## config.mk

```make
export PLATFORM = sky130hd
export DESIGN_NAME = axis_hex_readout
export DESIGN_NICKNAME = d
export VERILOG_FILES = /design/src/rtl/axis_hex_pkg.sv /design/src/rtl/axis_cal_offset.sv /design/src/rtl/axis_sat_add.sv /design/src/rtl/axis_sign_mag.sv /design/src/rtl/axis_hex_readout.sv
export SDC_FILE = /design/constraint.sdc
export NUM_CORES = 1
export LEC_CHECK = 0
export BUFFER_PORTS_ARGS = -buffer_cell sky130_fd_sc_hd__buf_4
export CAP_MARGIN = 20
export CORE_MARGIN = 2
export CORE_UTILIZATION = 60
export CTS_BUF_LIST = sky130_fd_sc_hd__clkbuf_2 sky130_fd_sc_hd__clkbuf_4 sky130_fd_sc_hd__clkbuf_8
export CTS_CLUSTER_DIAMETER = 40
export CTS_CLUSTER_SIZE = 20
export DETAILED_ROUTE_END_ITERATION = 10
export PLACE_DENSITY = 0.83
export SYNTH_ARGS = -nofsm -noshare
export SYNTH_HDL_FRONTEND = slang
export SYNTH_SLANG_ARGS = --single-unit
```

## constraint.sdc

```tcl
create_clock -name clk_i -period 5.5 [get_ports clk_i]
set_clock_uncertainty 0.1 [all_clocks]
set_input_delay 0.275 -clock clk_i [delete_from_list [all_inputs] [get_ports clk_i]]
set_output_delay 0.275 -clock clk_i [all_outputs]
set_load 0.03 [all_outputs]
```

## src/rtl/axis_hex_pkg.sv

```systemverilog
package axis_hex_pkg;
  localparam int unsigned SEG_W = 7;
  // segment order a..g in bits 0..6, active high
  localparam logic [SEG_W-1:0] SEG_MINUS = 7'b100_0000;
  localparam logic [SEG_W-1:0] SEG_BLANK = 7'b000_0000;
endpackage

```

## src/rtl/axis_cal_offset.sv

```systemverilog
module axis_cal_offset #(
  parameter int unsigned DISP_W = 13
) (
  input  logic                     clk_i,
  input  logic                     rst_ni,
  input  logic                     cal_i,
  input  logic [DISP_W-1:0]        value_i,
  output logic signed [DISP_W:0]   offset_o
);
  logic                   cal_q;
  logic signed [DISP_W:0] off_q;
  logic signed [DISP_W:0] val_ext;
  logic signed [DISP_W:0] neg_val;
  logic                   cal_rise;

  assign cal_rise = cal_i & ~cal_q;
  assign val_ext  = {value_i[DISP_W-1], value_i};
  assign neg_val  = -val_ext;

  // the capture cycle already uses the fresh offset so it reads zero
  always_comb begin
    if (!cal_i)        offset_o = '0;
    else if (cal_rise) offset_o = neg_val;
    else               offset_o = off_q;
  end

  always_ff @(posedge clk_i or negedge rst_ni) begin
    if (!rst_ni) begin
      cal_q <= 1'b0;
      off_q <= '0;
    end else begin
      cal_q <= cal_i;
      if (cal_rise)   off_q <= neg_val;
      else if (!cal_i) off_q <= '0;
    end
  end
endmodule

```

## src/rtl/axis_sat_add.sv

```systemverilog
module axis_sat_add #(
  parameter int unsigned DISP_W = 13
) (
  input  logic [DISP_W-1:0]      value_i,
  input  logic signed [DISP_W:0] offset_i,
  output logic [DISP_W-1:0]      sum_o
);
  localparam int unsigned WIDE_W = DISP_W + 2;
  localparam logic signed [WIDE_W-1:0] SAT_MAX = {3'b000, {(DISP_W-1){1'b1}}};
  localparam logic signed [WIDE_W-1:0] SAT_MIN = {3'b111, {(DISP_W-1){1'b0}}};

  logic signed [WIDE_W-1:0] a_ext;
  logic signed [WIDE_W-1:0] b_ext;
  logic signed [WIDE_W-1:0] wide;

  assign a_ext = {{2{value_i[DISP_W-1]}}, value_i};
  assign b_ext = {offset_i[DISP_W], offset_i};
  assign wide  = a_ext + b_ext;

  always_comb begin
    if (wide > SAT_MAX)      sum_o = SAT_MAX[DISP_W-1:0];
    else if (wide < SAT_MIN) sum_o = SAT_MIN[DISP_W-1:0];
    else                     sum_o = wide[DISP_W-1:0];
  end
endmodule

```

## src/rtl/axis_sign_mag.sv

```systemverilog
module axis_sign_mag #(
  parameter int unsigned DISP_W = 13,
  parameter int unsigned DIG_W  = 4,
  parameter int unsigned N_DIG  = 3
) (
  input  logic [DISP_W-1:0]        value_i,
  output logic                     neg_o,
  output logic [N_DIG*DIG_W-1:0]   digits_o
);
  logic [DISP_W-1:0] mag;

  assign neg_o = value_i[DISP_W-1];
  // most negative value wraps to 1000...0, upper digit dropped below
  assign mag   = neg_o ? (~value_i + 1'b1) : value_i;

  for (genvar d = 0; d < N_DIG; d++) begin : g_dig
    assign digits_o[d*DIG_W +: DIG_W] = mag[d*DIG_W +: DIG_W];
  end
endmodule

```

## src/rtl/axis_hex_readout.sv

```systemverilog
module axis_hex_readout #(
  parameter int unsigned SAMPLE_W = 16,
  parameter int unsigned DISP_W   = 13,
  parameter int unsigned DIG_W    = 4,
  parameter int unsigned N_DIG    = (DISP_W - 1) / DIG_W
) (
  input  logic                    clk_i,
  input  logic                    rst_ni,
  input  logic                    valid_i,
  input  logic [SAMPLE_W-1:0]     sample_i,
  input  logic                    cal_i,
  output logic                    neg_o,
  output logic [6:0]              sign_seg_o,
  output logic [N_DIG*DIG_W-1:0]  digits_o
);
  import axis_hex_pkg::*;

  localparam int unsigned OUT_W = N_DIG * DIG_W;

  logic [DISP_W-1:0]      disp_val;
  logic signed [DISP_W:0] offset;
  logic [DISP_W-1:0]      corrected;
  logic                   neg_d;
  logic [OUT_W-1:0]       dig_d;

  assign disp_val = sample_i[SAMPLE_W-1 -: DISP_W];

  axis_cal_offset #(.DISP_W(DISP_W)) i_cal (
    .clk_i    (clk_i),
    .rst_ni   (rst_ni),
    .cal_i    (cal_i),
    .value_i  (disp_val),
    .offset_o (offset)
  );

  axis_sat_add #(.DISP_W(DISP_W)) i_add (
    .value_i  (disp_val),
    .offset_i (offset),
    .sum_o    (corrected)
  );

  axis_sign_mag #(.DISP_W(DISP_W), .DIG_W(DIG_W), .N_DIG(N_DIG)) i_fmt (
    .value_i  (corrected),
    .neg_o    (neg_d),
    .digits_o (dig_d)
  );

  always_ff @(posedge clk_i or negedge rst_ni) begin
    if (!rst_ni) begin
      neg_o      <= 1'b0;
      sign_seg_o <= SEG_BLANK;
      digits_o   <= '0;
    end else if (valid_i) begin
      neg_o      <= neg_d;
      sign_seg_o <= neg_d ? SEG_MINUS : SEG_BLANK;
      digits_o   <= dig_d;
    end
  end
endmodule

```

Word-level counts from Yosys, hierarchy flattened --
Cells that the tools add are included.
Storage, ports and cells: register bits after elaboration 35, output and inout bits 20, memory bits (read-only) 0, logic and storage cells 22, memory bits (writable) 0, memories 0, input port bits 20, latch bits 0
Operators by class: shifts and indexed selects 0, reduce and logical (&&, ||, !) cells 0, multiplexer cells 8, equality and inequality tests 1, multipliers 0, bitwise logic cells 3, div/mod/pow operators 0, add/sub/neg operators 3, magnitude comparators 2
Operators by type and width (number):
- 14-bit 2-to-1 mux | 4
- 13-bit 2-to-1 mux | 2
- 13-bit by 14-bit adder with 15-bit output | 1
- 15-bit by 13-bit greater-than comparator with 1-bit output, second input constant | 1
- 15-bit by 13-bit < comparator with 1-bit output, second input constant | 1
- 13-bit negator with 14-bit output | 1
- 12-bit by 1-bit adder with 12-bit output, second input constant | 1
- 12-bit 2-to-1 mux | 1
- 12-bit NOT | 1
- 7-bit 2-to-1 mux | 1
- 2-bit by 1-bit != test with 1-bit output, second input constant | 1
- 1-bit bitwise AND | 1
- 1-bit NOT | 1

Longest topological paths before layout --
depth after elaboration 11, gate-level depth with buffers 24, mapped depth without buffers 23

Modules after synthesis --
From an unflattened synthesis, not the netlist that was laid out.
Unflattened totals: cells, all modules 299, area total of the unflattened synthesis 2723.9 µm²
Modules (own cells, without submodules):
- axis_sat_add | times used 1, sequential area each 0.0 µm², cells each 134, area an instance 932.1 µm²
- axis_cal_offset | times used 1, sequential area each 375.4 µm², cells each 95, area an instance 918.4 µm²
- axis_hex_readout | times used 1, sequential area each 325.3 µm², cells each 35, area an instance 576.8 µm²
- axis_sign_mag | times used 1, sequential area each 0.0 µm², cells each 35, area an instance 296.5 µm²

Worst setup path before layout --
No wires, ideal clock.
path kind in2reg, from in sample_i[8], to reg digits_o[10], setup time 0.126 ns, stages on the path 21, setup slack 0.633 ns, data required time 5.274 ns, data arrival time 4.641 ns, path buffers 3, cells stage by stage or4_1 nor4_1 nand2_1 xnor2_1 o21ai_0 and2_1 ha_1 buf_6 a21o_1 a2111oi_2 a22o_2 a31oi_1 buf_2 buf_2 o22ai_1 ha_1 nand2_1 nor2_1 nand2_1 o41a_1 a221o_1
On the way: cells in the longest elaborated chain, start to end 10, elaborated cells on any way between the ends 11, those cells by class 3 x add/sub; 2 x order compare; 5 x mux; 1 x bitwise
RTL lines:
- from (decl) | RTL line axis_hex_readout.sv:10 | input logic [SAMPLE_W-1:0] sample_i,
- 13-bit negator with 14-bit output | RTL line axis_cal_offset.sv:18 | assign neg_val = -val_ext;
- 14-bit 2-to-1 mux | RTL line axis_cal_offset.sv:23 | else if (cal_rise) offset_o = neg_val;
- 14-bit 2-to-1 mux | RTL line axis_cal_offset.sv:22 | if (!cal_i) offset_o = '0;
- 13-bit by 14-bit adder with 15-bit output * | RTL line axis_sat_add.sv:18 | assign wide = a_ext + b_ext;
- 15-bit by 13-bit < comparator with 1-bit output | RTL line axis_sat_add.sv:22 | else if (wide < SAT_MIN) sum_o = SAT_MIN[DISP_W-1:0];
- 13-bit 2-to-1 mux | RTL line axis_sat_add.sv:22
- 13-bit 2-to-1 mux * | RTL line axis_sat_add.sv:21 | if (wide > SAT_MAX) sum_o = SAT_MAX[DISP_W-1:0];
- 12-bit NOT | RTL line axis_sign_mag.sv:14 | assign mag = neg_o ? (~value_i + 1'b1) : value_i;
- 12-bit by 1-bit adder with 12-bit output | RTL line axis_sign_mag.sv:14
- 12-bit 2-to-1 mux * | RTL line axis_sign_mag.sv:14
- to (signal assigned) | RTL line axis_hex_readout.sv:56 | digits_o <= dig_d;
- to (decl) | RTL line axis_hex_readout.sv:14 | output logic [N_DIG*DIG_W-1:0] digits_o
Every way passes the cells marked *; elsewhere a longest branch is shown, timed or not. A chain may end at the register's enable or synchronous reset.

Worst setup path after layout --
Same ends and word-level chain as after synthesis.

==> results.sh <==
export IMPL_netlist_area_leader_share_pct=25.5
export IMPL_p_int_uw=503
export IMPL_cts_buffers=3
export IMPL_synth_warnings=0
export IMPL_ys_flop_type="dfrtp_1"
export IMPL_wl_um=5630
export IMPL_synth_area_um2=2750
export IMPL_hold_class="in -> reg"
export IMPL_rsz0062_at_grt="false"
export IMPL_start_util_pct=62.6
export IMPL_p_comb_share_pct=49.3
export IMPL_avgRoutedWirePerCell_um=13.6
export IMPL_synth_edf_count=0
export IMPL_syn_avg_cell_area_um2=8.17
export IMPL_core_area_um2=4380
export IMPL_dp_hpwl_um=4310
export IMPL_setup_viol=0
export IMPL_root_buffer="clkbuf_8"
export IMPL_maxCapViolations=0
export IMPL_antenna_found_initial=0
export IMPL_worstPathArrival_ps=5070
export IMPL_clk_pin_slew_ps=110
export IMPL_worst_pin_slew_ps=622
export IMPL_slew_headroom_pct=58.1
export IMPL_finalHoldViolCount=0
export IMPL_final_cells=415
export IMPL_r2r_setup_slack_ps=910
export IMPL_ioPinCount=40
export IMPL_dieHeight_um=71.6
export IMPL_async_reset_ff_share_pct=100
export IMPL_grt_total_usage_pct=22.9
export IMPL_dr_pass1_iters=4
export IMPL_grt_overflow=0
export IMPL_crit_required_ps=5580
export IMPL_place_congestion=0.918
export IMPL_drive_gt1_share_pct=17.1
export IMPL_dr_total_vias=2463
export IMPL_syn_instance_count=336
export IMPL_drc_errors=0
export IMPL_crit_fanout=7
export IMPL_worst_setup_path_end_kind="flop"
export IMPL_fin_crit_ps=4990
export IMPL_ant_nets=0
export IMPL_grt_pass1_wl_um=9740
export IMPL_diodes=0
export IMPL_rows=24
export IMPL_vdd_ir_drop_max_uv=131
export IMPL_die_w_um=71.6
export IMPL_synth_seq_cells=28
export IMPL_cts_htree_levels=1
export IMPL_worstSkewPairLatency_ps=280
export IMPL_finalSetupTns_ps=0
export IMPL_cts_setup_buffers=0
export IMPL_grt_max_degree=30
export IMPL_fmax_mhz=201
export IMPL_power_leakage_nw=1.37
export IMPL_clock_path_buffers=2
export IMPL_drtIter0Drc=167
export IMPL_seq_power_share_pct=30.5
export IMPL_p_sw_share_pct=40.2
export IMPL_pwr_share_clk_pct=20.2
export IMPL_path_class="in -> reg"
export IMPL_avgViaCountPerCell=5.93
export IMPL_die_area_um2=5130
export IMPL_outcome="completed"
export IMPL_synth_top_area_cell="dfrtp_1"
export IMPL_synth_area_leaders="dfrtp_1, ha_1, and2_1, nand2_1, o21ai_0"
export IMPL_grt_pass1_vias=2311
export IMPL_start_kind="input pin"
export IMPL_ys_seq_area_share_pct=25.5
export IMPL_synth_distinct_cells=68
export IMPL_period_share_pct=90.7
export IMPL_area_delta_synth_final_pct=11.7
export IMPL_clkSinkCount=28
export IMPL_yosysMostFrequentCell="nand2_1"
export IMPL_switchingPower_uw=339
export IMPL_powerDensity_nw_per_um2=275
export IMPL_dp_cells=410
export IMPL_fin_nets=401
export IMPL_synth_commonest_cells="nand2_1, dfrtp_1, nor2_1"
export IMPL_port_buffers=30
export IMPL_cts_tree="done"
export IMPL_drv_slew=0
worst max-delay path, cell delays in order:
cell	delay, ps
buf_4	120
or4_1	590
nor3_2	250
nand2b_1	130
nor4_2	220
xor2_1	180
o21ai_0	100
and2_1	200
ha_1	350
a21oi_1	270
o21ai_4	120
o41ai_1	260
a41o_1	170
or2_1	260
a21boi_4	100
o22ai_1	190
ha_1	270
nand2_1	100
nor2_1	230
nand2_1	80
o41a_1	320
a221o_1	290
registers in the layout, summed over array words and instances, names as in the netlist:
signal	count
sign_seg_o	1
digits_o	12
i_cal.cal_q	1
i_cal.off_q	14
stage by stage:
step                      cell area (µm²)  worst slack (ps)  utilization (%)  hold WS, ps  total power [mW]
after floorplan                      2760               633                -         -121             0.565
after global placement               2970               226             67.8          116             0.664
after detailed placement             2970              36.7             67.8          120             0.673
after CTS                            3050               350             69.7          131             0.845
after global routing                 3070              79.6             69.9          140             0.898
final                                3070               513             69.9          133             0.842
power groups by stage:
stage	Combinational, mW	Sequential (mW)	Clock, mW
after global routing	0.456	0.262	0.179
final	0.415	0.257	0.170
after global placement	0.404	0.260	0
after CTS	0.414	0.258	0.173
after floorplan	0.250	0.315	0
after detailed placement	0.412	0.262	0
area by class of cell:
class	instances	area (µm²)
flip-flops and latches	28	701
clock buffers	3	41.3
inverters	14	52.6
repair buffers	38	288
fillers	361	1320
clock inverters	1	30.0
multi-input cells	279	1890
well taps	52	65.1
layout by cell type (no fill, tap or decap), types with 7 or more instances in the layout:
cell type and instances:
dfrtp_1 28, buf_4 37, a21oi_1 20, xnor2_1 9, and2_1 25, nand3_1 7
nand2_1 36, a31oi_1 7, inv_1 13, o21ai_0 22, ha_1 16, nor2_1 26
xor2_1 12
path summary, 6_finish.rpt:
path | start | to | cells past startpoint
min in group asynchronous | rst_ni | i_cal.off_q[2] | 2
max in group asynchronous | rst_ni | i_cal.off_q[10] | 2
hold reg to reg | digits_o[5] | digits_o[5] | 2
setup reg to reg | i_cal.cal_q | digits_o[10] | 18
setup / recovery | sample_i[8] | digits_o[10] | 22
hold / removal | cal_i | i_cal.cal_q | 1
timing repair:
item	CTS	global route
endpoints found under the hold margin	28	0
endpoints found under the setup margin	0	1
resized for setup	0	2
hold buffers	1	0
metal layers:
metal  GRT usage [%]  share of wire (%)  up-vias
met5               0                  0        -
met4            6.08               0.91        0
met3            2.39                4.4        6
met2            38.6                 46       51
met1            31.4                 48     1154
li1                -                  -     1252
logic make-up after synthesis:
family,share of synthesized area [%]
AND/OR/NAND/NOR,25.3
buffers and inverters,6.79
multiplexers,1.46
AO/OA/AOI/OAI,26.1
flip-flops,25.5
adder cells (fa/ha/maj),8.02
other,0.137
XOR/XNOR,6.70
Power figures use the tool's default switching activity.
